--- config.mk ---
export PLATFORM = sky130hd
export DESIGN_NAME = ror_carry_unit
export DESIGN_NICKNAME = d
export VERILOG_FILES = /design/src/rtl/ror_pkg.sv /design/src/rtl/ror_amount_fold.sv /design/src/rtl/ror_log_stages.sv /design/src/rtl/ror_carry_pick.sv /design/src/rtl/ror_carry_unit.sv
export SDC_FILE = /design/constraint.sdc
export NUM_CORES = 1
export LEC_CHECK = 0
export BUFFER_PORTS_ARGS = -buffer_cell sky130_fd_sc_hd__clkbuf_2
export CAP_MARGIN = 25
export CORE_MARGIN = 8
export CORE_UTILIZATION = 59
export CTS_CLUSTER_DIAMETER = 30
export DETAILED_ROUTE_END_ITERATION = 10
export GPL_TIMING_DRIVEN = 0
export MAX_ROUTING_LAYER = met4
export PLACE_DENSITY_LB_ADDON = 0.08
export RECOVER_POWER = 50
export SKIP_CTS_REPAIR_TIMING = 1
export SYNTH_ARGS = -nofsm -noshare
export SYNTH_HDL_FRONTEND = slang
export SYNTH_SLANG_ARGS = --single-unit
--- constraint.sdc ---
create_clock -name clk -period 3.25 [get_ports clk]
set_clock_uncertainty 0.2 [all_clocks]
set_input_delay 0.65 -clock clk [delete_from_list [all_inputs] [get_ports clk]]
set_output_delay 0.65 -clock clk [all_outputs]
set_load 0.01 [all_outputs]
--- src/rtl/ror_pkg.sv ---
package ror_pkg;
    parameter int unsigned WORD_W = 32;
    parameter int unsigned AMT_W  = 8;
    localparam int unsigned SEL_W = $clog2(WORD_W);

    typedef struct packed {
        logic              valid;
        logic [WORD_W-1:0] word;
        logic              carry;
    } rsp_state_t;
endpackage

--- src/rtl/ror_amount_fold.sv ---
module ror_amount_fold #(
    parameter int unsigned AMT_W = 8,
    parameter int unsigned SEL_W = 5
) (
    input  logic [AMT_W-1:0] amount,
    output logic [SEL_W-1:0] stage_sel,
    output logic             is_zero,
    output logic             is_full
);
    // Taking away 32 over and over keeps the low five bits unchanged.
    // A nonzero amount whose low bits are all zero stands for a full turn.
    logic [SEL_W-1:0] low_d;

    always_comb begin
        low_d     = amount[SEL_W-1:0];
        is_zero   = (amount == '0);
        is_full   = !is_zero && (low_d == '0);
        stage_sel = low_d;
    end
endmodule

--- src/rtl/ror_log_stages.sv ---
module ror_log_stages #(
    parameter int unsigned WORD_W = 32,
    parameter int unsigned SEL_W  = 5
) (
    input  logic [WORD_W-1:0] din,
    input  logic [SEL_W-1:0]  sel,
    output logic [WORD_W-1:0] dout
);
    logic [WORD_W-1:0] lvl [SEL_W+1];

    assign lvl[0] = din;

    for (genvar s = 0; s < SEL_W; s++) begin : g_stage
        localparam int unsigned STEP = 1 << s;
        always_comb begin
            if (sel[s])
                lvl[s+1] = {lvl[s][STEP-1:0], lvl[s][WORD_W-1:STEP]};
            else
                lvl[s+1] = lvl[s];
        end
    end

    assign dout = lvl[SEL_W];
endmodule

--- src/rtl/ror_carry_pick.sv ---
module ror_carry_pick #(
    parameter int unsigned WORD_W = 32
) (
    input  logic [WORD_W-1:0] rotated,
    input  logic              amount_zero,
    input  logic              setflag,
    input  logic              carry_in,
    output logic              carry_out
);
    // After a right rotation by n the top bit holds operand bit n-1.
    always_comb begin
        if (setflag && !amount_zero)
            carry_out = rotated[WORD_W-1];
        else
            carry_out = carry_in;
    end
endmodule

--- src/rtl/ror_carry_unit.sv ---
module ror_carry_unit
    import ror_pkg::*;
(
    input  logic              clk,
    input  logic              rst,
    input  logic              req_valid,
    input  logic [31:0]       req_word,
    input  logic [7:0]        req_amount,
    input  logic              req_setflag,
    input  logic              req_carry,
    output logic              rsp_valid,
    output logic [31:0]       rsp_word,
    output logic              rsp_carry
);
    logic [SEL_W-1:0]  sel_w;
    logic              zero_w;
    logic              full_w;
    logic [WORD_W-1:0] rot_w;
    logic              carry_w;
    rsp_state_t        st_d, st_q;

    ror_amount_fold #(.AMT_W(AMT_W), .SEL_W(SEL_W)) u_fold (
        .amount    (req_amount),
        .stage_sel (sel_w),
        .is_zero   (zero_w),
        .is_full   (full_w)
    );

    ror_log_stages #(.WORD_W(WORD_W), .SEL_W(SEL_W)) u_stages (
        .din  (req_word),
        .sel  (sel_w),
        .dout (rot_w)
    );

    ror_carry_pick #(.WORD_W(WORD_W)) u_carry (
        .rotated     (rot_w),
        .amount_zero (zero_w),
        .setflag     (req_setflag),
        .carry_in    (req_carry),
        .carry_out   (carry_w)
    );

    always_comb begin
        st_d       = st_q;
        st_d.valid = req_valid;
        if (req_valid) begin
            st_d.word  = rot_w;
            st_d.carry = carry_w;
        end
    end

    always_ff @(posedge clk) begin
        if (rst) st_q <= '0;
        else     st_q <= st_d;
    end

    assign rsp_valid = st_q.valid;
    assign rsp_word  = st_q.word;
    assign rsp_carry = st_q.carry;


    valid_follow_chk: assert property (@(posedge clk) disable iff (rst)
        req_valid |=> rsp_valid);


    idle_hold_chk: assert property (@(posedge clk) disable iff (rst)
        !req_valid |=> (!rsp_valid && $stable(rsp_word) && $stable(rsp_carry)));


    bits_kept_chk: assert property (@(posedge clk) disable iff (rst)
        req_valid |=> ($countones(rsp_word) == $countones($past(req_word))));


    full_turn_chk: assert property (@(posedge clk) disable iff (rst)
        (req_valid && full_w) |=> (rsp_word == $past(req_word)));


    zero_amt_chk: assert property (@(posedge clk) disable iff (rst)
        (req_valid && req_amount == 8'd0) |=>
            (rsp_word == $past(req_word) && rsp_carry == $past(req_carry)));


    carry_pass_chk: assert property (@(posedge clk) disable iff (rst)
        (req_valid && !req_setflag) |=> (rsp_carry == $past(req_carry)));


    carry_top_chk: assert property (@(posedge clk) disable iff (rst)
        (req_valid && req_setflag && req_amount != 8'd0) |=> (rsp_carry == rsp_word[31]));
endmodule

# Word-level counts from Yosys, hierarchy flattened
# Cells that the tools add are included.
[word_totals]
reg_bits = 34
latchBits = 0
ram_bits = 0
rom_bits = 0
output_inout_bits = 34
wordCells = 12
memories = 0
[classes]
n_addsub = 0
n_mul = 0
n_div = 0
magnitude_cmp = 0
n_eq_ne = 0
shifts = 0
n_mux = 6
bitwise_logic = 0
n_reduce_logical = 3
[op_table]
columns = ["cell", "n"]
rows = [
  ["$mux W32", 5],
  ["$logic_not A8 Y1", 1],
  ["$logic_and A1 B1 Y1", 1],
  ["$logic_not A1 Y1", 1],
  ["$mux W1", 1],
]

# Logic depth before layout (Yosys ltp)
# Gate-level depths: netlist of the first run.
[logic_depth]
word_depth = 6
depth_mapped = 8

# Modules after synthesis
# A second synthesis of the first run with hierarchy kept.
[hier_totals]
hier_cells = 236
area_unflattened_um2 = 3278.1
[by_module_without_submodules]
columns = ["module", "n_inst", "cells_per_inst", "area_each_um2", "seq_area_each_um2"]
rows = [
  ["ror_log_stages", 1, 116, 1949.4, 0.0],
  ["ror_carry_unit", 1, 109, 1229.9, 680.7],
  ["ror_amount_fold", 1, 9, 77.6, 0.0],
  ["ror_carry_pick", 1, 2, 21.3, 0.0],
]

# Least setup slack after synthesis of the first run
# OpenSTA, ideal clock, no wires.
[synth_path]
kind = "input to register"
start = "input req_amount[1]"
end = "register st_q (netlist bit rsp_word[26])"
setup_time_ps = 150
arrival_ps = 2120
t_required_ps = 2900
slack_ps = 780
cell_stages = 7
path_buffers = 3
cell_sequence = "buf_6 -> buf_12 -> buf_6 -> mux4_2 -> mux2_2 -> mux2i_4 -> a221oi_1"
[synth_between]
elab_chain_cells = 4
[synth_lines]
columns = ["element", "line", "source"]
rows = [
  ["start, declared", "ror_carry_unit.sv:8", "input logic [7:0] req_amount,"],
  ["$mux W32 (4 in series)", "ror_log_stages.sv:16", "if (sel[s])"],
  ["end signal, assigned", "ror_carry_unit.sv:54", "else st_q <= st_d;"],
  ["end, declared", "ror_carry_unit.sv:20", "rsp_state_t st_d, st_q;"],
]
# No other way between the ends.
# A chain may end at the register's enable or synchronous reset.

# Final worst setup path of the first run
[layout_path]
start = "input req_amount[2]"
end = "register st_q (netlist bit rsp_word[12])"
[layout_between]
elab_chain_cells = 3
[layout_lines]
columns = ["element", "line"]
rows = [
  ["$mux W32 (3 in series)", "ror_log_stages.sv:16"],
]
# No other way between the ends.

==> results of run 1 <==
==> synth_stat cells, types with 2 or more instances <==
library cell  count  area [µm²]
mux4_2           36         811
dfxtp_1          34         681
mux2_2           32         360
a221oi_1         29         254
o21ai_0          29         145
mux2i_1          26         260
nor2_1           15        56.3
clkbuf_1         12        45.0
buf_2             9        45.0
nand2_1           7        26.3
o22ai_1           7        43.8
mux2i_4           5         113
a211oi_1          3        22.5
inv_1             3        11.3
mux2_1            3        33.8
mux2_4            3        45.0
nand2b_1          3        18.8
a311oi_1          2        17.5
buf_12            2        40.0
buf_4             2        15.0
buf_6             2        22.5
mux4_1            2        52.6
nor2b_1           2        12.5
o41ai_1           2        17.5
or2_2             2        12.5
==> cell usage in the layout (no fill, tap or decap), types with 2 or more instances in the layout <==
master	Yosys	layout
nor2b_1	2	2
mux2_4	3	3
buf_4	2	2
nand2_1	7	7
o21ai_0	29	29
nand2b_1	3	3
mux2i_1	26	26
nor2_1	15	15
a221oi_1	29	29
clkbuf_8	0	6
mux2_1	3	3
clkbuf_1	12	45
o41ai_1	2	2
a211oi_1	3	3
o22ai_1	7	7
buf_2	9	9
buf_12	2	2
dfxtp_1	34	34
a311oi_1	2	2
mux4_2	36	36
mux2i_4	5	5
clkbuf_2	0	42
or2_2	2	2
inv_1	3	3
mux4_1	2	2
buf_6	2	2
mux2_2	32	32
==> how the worst min path moves through the flow <==
stage / startpoint / to / slack, ns
floorplan: rsp_word[19] / rsp_word[19] / 0.30
global placement: rsp_word[31] / rsp_word[31] / 0.27
detailed placement: rsp_word[31] / rsp_word[31] / 0.28
CTS: rsp_word[31] / rsp_word[31] / 0.29
global route: rsp_word[31] / rsp_word[31] / 0.32
finish: rsp_word[31] / rsp_word[31] / 0.29
==> sequential cells by signal, indices dropped and copies added, names as in the netlist <==
register,cells
rsp_carry,1
rsp_valid,1
rsp_word,32
==> worst reg2reg max path: stages, from the launching register on <==
cell and delay [ns]:
dfxtp_1 0.33, o21ai_0 0.11, a221oi_1 0.31
==> power groups by stage <==
stage	Clock [mW]	Combinational [mW]	Sequential [mW]
6_report	0.329	0.551	0.475
5_1_grt	0.350	0.585	0.480
4_1_cts	0.328	0.554	0.475
3_5_place_dp	0	0.549	0.485
3_3_place_gp	0	0.541	0.483
2_1_floorplan	0	0.358	0.501
==> area by class of cell <==
class                      instances  area [µm²]  share of cell area
multi-input combinational        216        2380               0.630
clock buffer                       6        82.6              0.0218
tap                               72        90.1              0.0238
timing repair buffer              75         334              0.0883
buffer                            28         183              0.0483
clock inverter                     2        12.5             0.00331
sequential                        34         681               0.180
inverter                           4        15.0             0.00397
==> kinds of logic after synthesis <==
group | synth area share
multiplexers | 0.513
AO/OA/AOI/OAI | 0.171
buffers and inverters | 0.0606
AND/OR/NAND/NOR | 0.0460
flip-flops | 0.209
==> metal layers <==
layer | vias to the layer above | part of all wire
met2 | 214 | 0.48
met5 | - | 0
met4 | 0 | 0.016
met3 | 16 | 0.087
li1 | 1336 | -
met1 | 1464 | 0.41
==> per-stage QoR <==
step | cell area (µm²) | worst slack, ns | power, mW
2_1_floorplan | 3260 | 0.780 | 0.859
3_3_place_gp | 3730 | 0.468 | 1.02
3_5_place_dp | 3730 | 0.433 | 1.03
4_1_cts | 3820 | 0.736 | 1.36
5_1_grt | 3780 | 0.641 | 1.42
6_report | 3780 | 0.714 | 1.35
==> flow_metrics.tcl, run 1 <==
set metrics [dict create \
    final_util 0.695 \
    reg2reg_to "rsp_word[5]" \
    num_vias 3030 \
    grt_pass1_vias 2984 \
    cts_made_buffers 5 \
    h-tree-depth 2 \
    grt_use_met2 0.389 \
    intPower_mw 0.882 \
    async_reset_ff_frac 0 \
    start_util 0.600 \
    cp_top_family "multiplexers" \
    slew_headroom 0.528 \
    routed_wl_mm 9.93 \
    pwr-share-comb 0.406 \
    drive_gt1_frac 0.403 \
    fill_cells 457 \
    path_class "input pin to flop" \
    crit_arrival_ns 2.46 \
    worst_pin_slew_ns 0.706 \
    clkPwrFrac 0.243 \
    grt_use_met1 0.292 \
    path_max_fanout 10 \
    die_x_um 90.4 \
    path_cells "clkbuf_2, buf_4, clkbuf_1, mux4_2, mux2_2, mux2i_1, a221oi_1" \
    min_path_type "flop to flop" \
    cts_buffer_depth 2 \
    drv_slew 0 \
    layout.cells.non_filler 437 \
    p_switching_mw 0.472 \
    netlist_instances 282 \
    start_kind "input pin" \
    overflow 0 \
    swShare 0.349 \
    grt_max_degree 12 \
    crit_start "req_amount[2]" \
    endpoint "rsp_word[12]" \
    fin_nets 409 \
    synth_edf_count 0 \
    path_depth 7 \
    yosysUniqueCellTypes 35 \
    crit_required_ns 3.18 \
    drtIter0Drc 209 \
    maxCapViolCount 0 \
    setup_viol 0 \
    p_per_area_nw_per_um2 358 \
    r2r_start "rsp_word[5]" \
    hold_viol_final 0 \
    outcome "complete, no violations" \
    yosysSeqAreaShare 0.209 \
    ys.warnings.count 0 \
    antenna_found_initial 0 \
    finalSetupTns_ns 0 \
    first_pass_iters 5 \
    cts_tree "done" \
    fp.coreArea_um2 5440 \
    grt_pass1_wl_mm 15.5 \
    rsz0062_at_grt "no" \
    gr-usage-met3 0.0424 \
    syn_to_final_growth_pct 15.9 \
    ir_drop_mv 0.284 \
    syn-num-nets 327 \
    seqPwrFrac 0.351 \
    reg2regPathDepth 2 \
    die_y_um 90.4 \
    rows 27 \
    cts_sinks 34 \
    dp_hpwl_mm 7.84 \
    ys_ff_latch 34 \
    cts_root_buf "clkbuf_8" \
    rrSetupSlack_ns 2.19 \
    diodes 0 \
    max_freq_mhz 394 \
    dp_cells 429 \
    num_io_pins 79 \
    cp-end-kind "flop" \
    whs_path_depth 2 \
    grtUsageTotal 0.238 \
    die_area_um2 8170 \
    wl_per_cell_um 22.7 \
    finalCritPeriodShare 0.780 \
    syn_area_per_cell_um2 11.6 \
    clock_latency_ns 0.28 \
    cts.reportedPaths.clkPinSlew_ns 0.07 \
    gp_congestion 1.04 \
    critPathMaxStageDelay_ns 0.46 \
    ys.flop_type "dfxtp_1" \
    p_leak_nw 1.44 \
    path_buf_inv 3 \
    numPortBuffers 75 \
    viasPerCell 6.93 \
    min_period_ns 2.54 \
    antenna_left 0 \
    holdWs_ns 0.287 \
    syn_area_um2 3260 \
    cp_slowest_cell "clkbuf_1" \
    drc_errors 0 \
    top_usage_layer "met2" \
]
No activity file was read; power rests on OpenSTA's default activity.
==> run 2, diff against run 1 <==
--- a/config.mk
+++ b/config.mk
@@ -8,7 +8,7 @@
 export BUFFER_PORTS_ARGS = -buffer_cell sky130_fd_sc_hd__clkbuf_2
 export CAP_MARGIN = 25
 export CORE_MARGIN = 8
-export CORE_UTILIZATION = 59
+export CORE_UTILIZATION = 55
 export CTS_CLUSTER_DIAMETER = 30
 export DETAILED_ROUTE_END_ITERATION = 10
 export GPL_TIMING_DRIVEN = 0
==> constraint.sdc (replaced) <==
create_clock -name clk -period 2.35 [get_ports clk]
set_clock_uncertainty 0.2 [all_clocks]
set_input_delay 0.47 -clock clk [delete_from_list [all_inputs] [get_ports clk]]
set_output_delay 0.47 -clock clk [all_outputs]
set_load 0.01 [all_outputs]
==> run 2 against run 1 <==
Against the previous run:
- sequential cell count unchanged
- critical path depth unchanged
- sequential power rose by 38%
- critical path type unchanged
- largest power group unchanged
==> flow_metrics.tcl, run 2 (same netlist as run 1, synthesis figures left out) <==
set metrics [dict create \
    outcome "complete, no violations" \
    cts_tree "done" \
    fp.coreArea_um2 5820 \
    layout.cells.non_filler 439 \
    drv_slew 0 \
    grtUsageTotal 0.242 \
    cts_made_buffers 5 \
    finalCritPeriodShare 0.960 \
    gp_congestion 1.03 \
    cp-end-kind "flop" \
    antenna_found_initial 0 \
    routed_wl_mm 10.1 \
    viasPerCell 6.87 \
    final_util 0.650 \
    h-tree-depth 2 \
    die_area_um2 8650 \
    gr-usage-met3 0.0337 \
    crit_required_ns 2.30 \
    rsz0062_at_grt "no" \
    numPortBuffers 75 \
    setup_viol 0 \
    p_leak_nw 1.44 \
    dp_hpwl_mm 8.04 \
    crit_arrival_ns 2.20 \
    layout_commonest_cell "clkbuf_1" \
    drc_errors 0 \
    cts_root_buf "clkbuf_8" \
    p_per_area_nw_per_um2 486 \
    path_class "input pin to flop" \
    max_freq_mhz 443 \
    die_x_um 93.0 \
    grt_pass1_vias 3044 \
    mostFrequentLayoutCells "clkbuf_1, clkbuf_2, mux4_2, dfxtp_1, mux2_2" \
    min_path_type "input pin to flop" \
    grt_use_met2 0.382 \
    num_io_pins 79 \
    finalSetupTns_ns 0 \
    diodes 0 \
    cts.reportedPaths.clkPinSlew_ns 0.07 \
    wl_per_cell_um 23.1 \
    overflow 0 \
    antenna_left 0 \
    first_pass_iters 4 \
    start_kind "input pin" \
    slew_headroom 0.579 \
    ir_drop_mv 0.389 \
    start_util 0.561 \
    p_total_mw 1.84 \
    drtIter0Drc 138 \
    clock_latency_ns 0.29 \
    cts_buffer_depth 2 \
    largest_register_ffs 32 \
    rows 28 \
    grt_use_met1 0.300 \
    grt_max_degree 11 \
    top_usage_layer "met2" \
    maxCapViolCount 0 \
    num_vias 3015 \
    dp_cells 432 \
    die_y_um 93.0 \
    worst_pin_slew_ns 0.623 \
    fin_nets 409 \
    min_period_ns 2.26 \
    grt_pass1_wl_mm 16.1 \
    cts_sinks 34 \
    path_max_fanout 10 \
    hold_viol_final 0 \
    drive_gt1_frac 0.412 \
    syn_to_final_growth_pct 15.8 \
]
-- run 2: changes by cell type in the layout (fill, tap and decap cells not counted), sizes merged --
cell,before,now
clkbuf,93,92
clkinv,1,2
clkinvlp,1,0
-- run 2: worst paths after layout --
| kind | end | start | cells past startpoint | slack, ns |
|---|---|---|---|---|
| worst max register to register | rsp_carry | rsp_carry | 3 | 1.32 |
| worst min-delay path | rsp_carry | req_carry | 3 | 0.22 |
| worst min register to register | rsp_word[15] | rsp_word[15] | 2 | 0.29 |
| worst max-delay path | rsp_word[25] | req_amount[1] | 7 | 0.09 |
-- run 2: report_power, final --
group | leakage [nW] | switching (mW) | internal (mW) | total [mW]
Combinational | 1.11 | 0.411 | 0.356 | 0.767
Clock | 0.0438 | 0.214 | 0.199 | 0.413
Sequential | 0.283 | 0.0262 | 0.631 | 0.657
-- run 2: final cells by class --
cell class / instances / area, µm²
plain buffers: 28 / 184
clock buffers: 5 / 68.8
clock inverters: 2 / 10.0
fillers: 525 / 2040
inverters: 4 / 15.0
multi-input cells: 216 / 2390
flip-flops and latches: 34 / 681
well taps: 75 / 93.8
repair buffers: 75 / 334
-- run 2: per-layer routing --
metal	vias up	wire length [µm]
li1	1337	-
met1	1501	4400
met2	156	4740
met3	21	682
met4	0	308
met5	-	0
-- run 2: metrics by stage --
step | instance area (µm²) | worst slack, ns | hold slack (ns)
after floorplan | 3260 | 0.0595 | 0.298
after global placement | 3730 | -0.266 | 0.275
after detailed placement | 3730 | -0.292 | 0.281
after CTS | 3810 | 0.00775 | 0.226
after global routing | 3780 | 0.0436 | 0.245
final | 3780 | 0.0945 | 0.222
-- run 2: worst max-delay path: stages --
cell and delay (ns):
buf_6 0.14, buf_12 0.16, buf_8 0.17, mux4_2 0.54
mux2_2 0.30, mux2i_1 0.28, a221oi_1 0.13
==> run 3, diff against run 2 <==
==> constraint.sdc (replaced) <==
create_clock -name clk -period 2.35 [get_ports clk]
set_clock_uncertainty 0.2 [all_clocks]
set_input_delay 0.3525 -clock clk [delete_from_list [all_inputs] [get_ports clk]]
set_output_delay 0.3525 -clock clk [all_outputs]
set_load 0.01 [all_outputs]
==> run 3 against run 2 <==
Against the previous run:
- clock power hardly changed
- register-to-register slack hardly changed
- sequential power about the same
- non-clock buffer count down 1
- die area unchanged
- critical endpoint unchanged
- largest cell class unchanged
- highest routed layer unchanged
==> flow_metrics.tcl, run 3 (same netlist as run 1, synthesis figures left out) <==
set metrics [dict create \
    cp-end-kind "flop" \
    viasPerCell 6.84 \
    start_util 0.561 \
    cts.reportedPaths.clkPinSlew_ns 0.07 \
    largest_register_ffs 32 \
    worst_pin_slew_ns 0.704 \
    drv_slew 0 \
    preCtsSetupSlack_ns -0.175 \
    setup_slack_ns 0.151 \
    die_x_um 93.0 \
    min_period_ns 2.20 \
    slew_headroom 0.529 \
    drc_errors 0 \
    finalSetupTns_ns 0 \
    cts_buffer_depth 2 \
    gp_congestion 1.03 \
    die_y_um 93.0 \
    grt_pass1_wl_mm 16.1 \
    routed_wl_mm 10.1 \
    cts_made_buffers 5 \
    final_util 0.648 \
    outcome "complete, no violations" \
    whs_path_depth 3 \
    syn_to_final_growth_pct 15.4 \
    min_path_type "input pin to flop" \
    holdPathEnd "rsp_carry" \
    layout.cells.non_filler 438 \
    reg2regPathDepth 3 \
    antenna_found_initial 0 \
    setup_viol 0 \
    crit_arrival_ns 2.13 \
    h-tree-depth 2 \
    ir_drop_mv 0.388 \
    p_per_area_nw_per_um2 486 \
    rrSetupSlack_ns 1.32 \
    dp_cells 432 \
    design_area_um2 3770 \
    crit_required_ns 2.28 \
    fin_nets 408 \
    grt_max_degree 11 \
    grtUsageTotal 0.242 \
    start_kind "input pin" \
    die_area_um2 8650 \
    r2r_start "rsp_carry" \
    clock_latency_ns 0.29 \
    cts_sinks 34 \
    hold_viol_final 0 \
    dpl-instance-area_um2 3730 \
    overflow 0 \
    rows 28 \
    hold_start "req_carry" \
    path_class "input pin to flop" \
    drive_gt1_frac 0.402 \
    maxCapViolCount 0 \
    holdWs_ns 0.106 \
    layout_commonest_cell "clkbuf_1" \
    numPortBuffers 75 \
    fp.coreArea_um2 5820 \
    dp_hpwl_mm 8.04 \
    first_pass_iters 4 \
    cts_root_buf "clkbuf_8" \
    p_leak_nw 1.44 \
    antenna_left 0 \
    rsz0062_at_grt "no" \
    mostFrequentLayoutCells "clkbuf_1, clkbuf_2, mux4_2, dfxtp_1, mux2_2" \
    reg2reg_to "rsp_carry" \
    cts_tree "done" \
    grt_pass1_vias 3044 \
    diodes 0 \
    max_freq_mhz 455 \
    drtIter0Drc 196 \
    wl_per_cell_um 23.0 \
    p_total_mw 1.83 \
    crit_start "req_amount[2]" \
    num_vias 2998 \
    finalCritPeriodShare 0.936 \
    num_io_pins 79 \
    path_max_fanout 19 \
]
run 3: how the worst max path moves through the flow:
| stage | to | slack, ns | cells past startpoint |
|---|---|---|---|
| finish | rsp_word[25] | 0.15 | 7 |
| global route | rsp_word[21] | 0.01 | 7 |
| CTS | rsp_word[22] | 0.13 | 7 |
| detailed placement | rsp_word[22] | -0.17 | 7 |
| global placement | rsp_word[6] | -0.15 | 7 |
| floorplan | rsp_word[26] | 0.18 | 7 |
run 3: cell type report:
class / instances / area [µm²]
plain buffers: 27 / 179
clock buffers: 5 / 68.8
clock inverters: 2 / 10.0
fillers: 526 / 2050
inverters: 4 / 15.0
multi-input cells: 216 / 2380
flip-flops and latches: 34 / 681
well taps: 75 / 93.8
repair buffers: 75 / 334
run 3: report_power, final:
group,switching [mW],internal [mW]
Sequential,0.0262,0.631
Clock,0.212,0.199
Combinational,0.408,0.354
run 3: metal layers:
metal | vias to the layer above | global-route usage | part of all wire
met2 | 169 | 0.382 | 0.47
li1 | 1330 | - | -
met5 | - | - | 0
met3 | 21 | 0.0337 | 0.071
met4 | 0 | 0.113 | 0.031
met1 | 1478 | 0.300 | 0.43
run 3: worst max-delay path: stages:
cell	delay [ns]
clkbuf_2	0.11
buf_4	0.27
buf_2	0.32
mux4_2	0.37
mux2_2	0.30
mux2i_1	0.28
a221oi_1	0.13
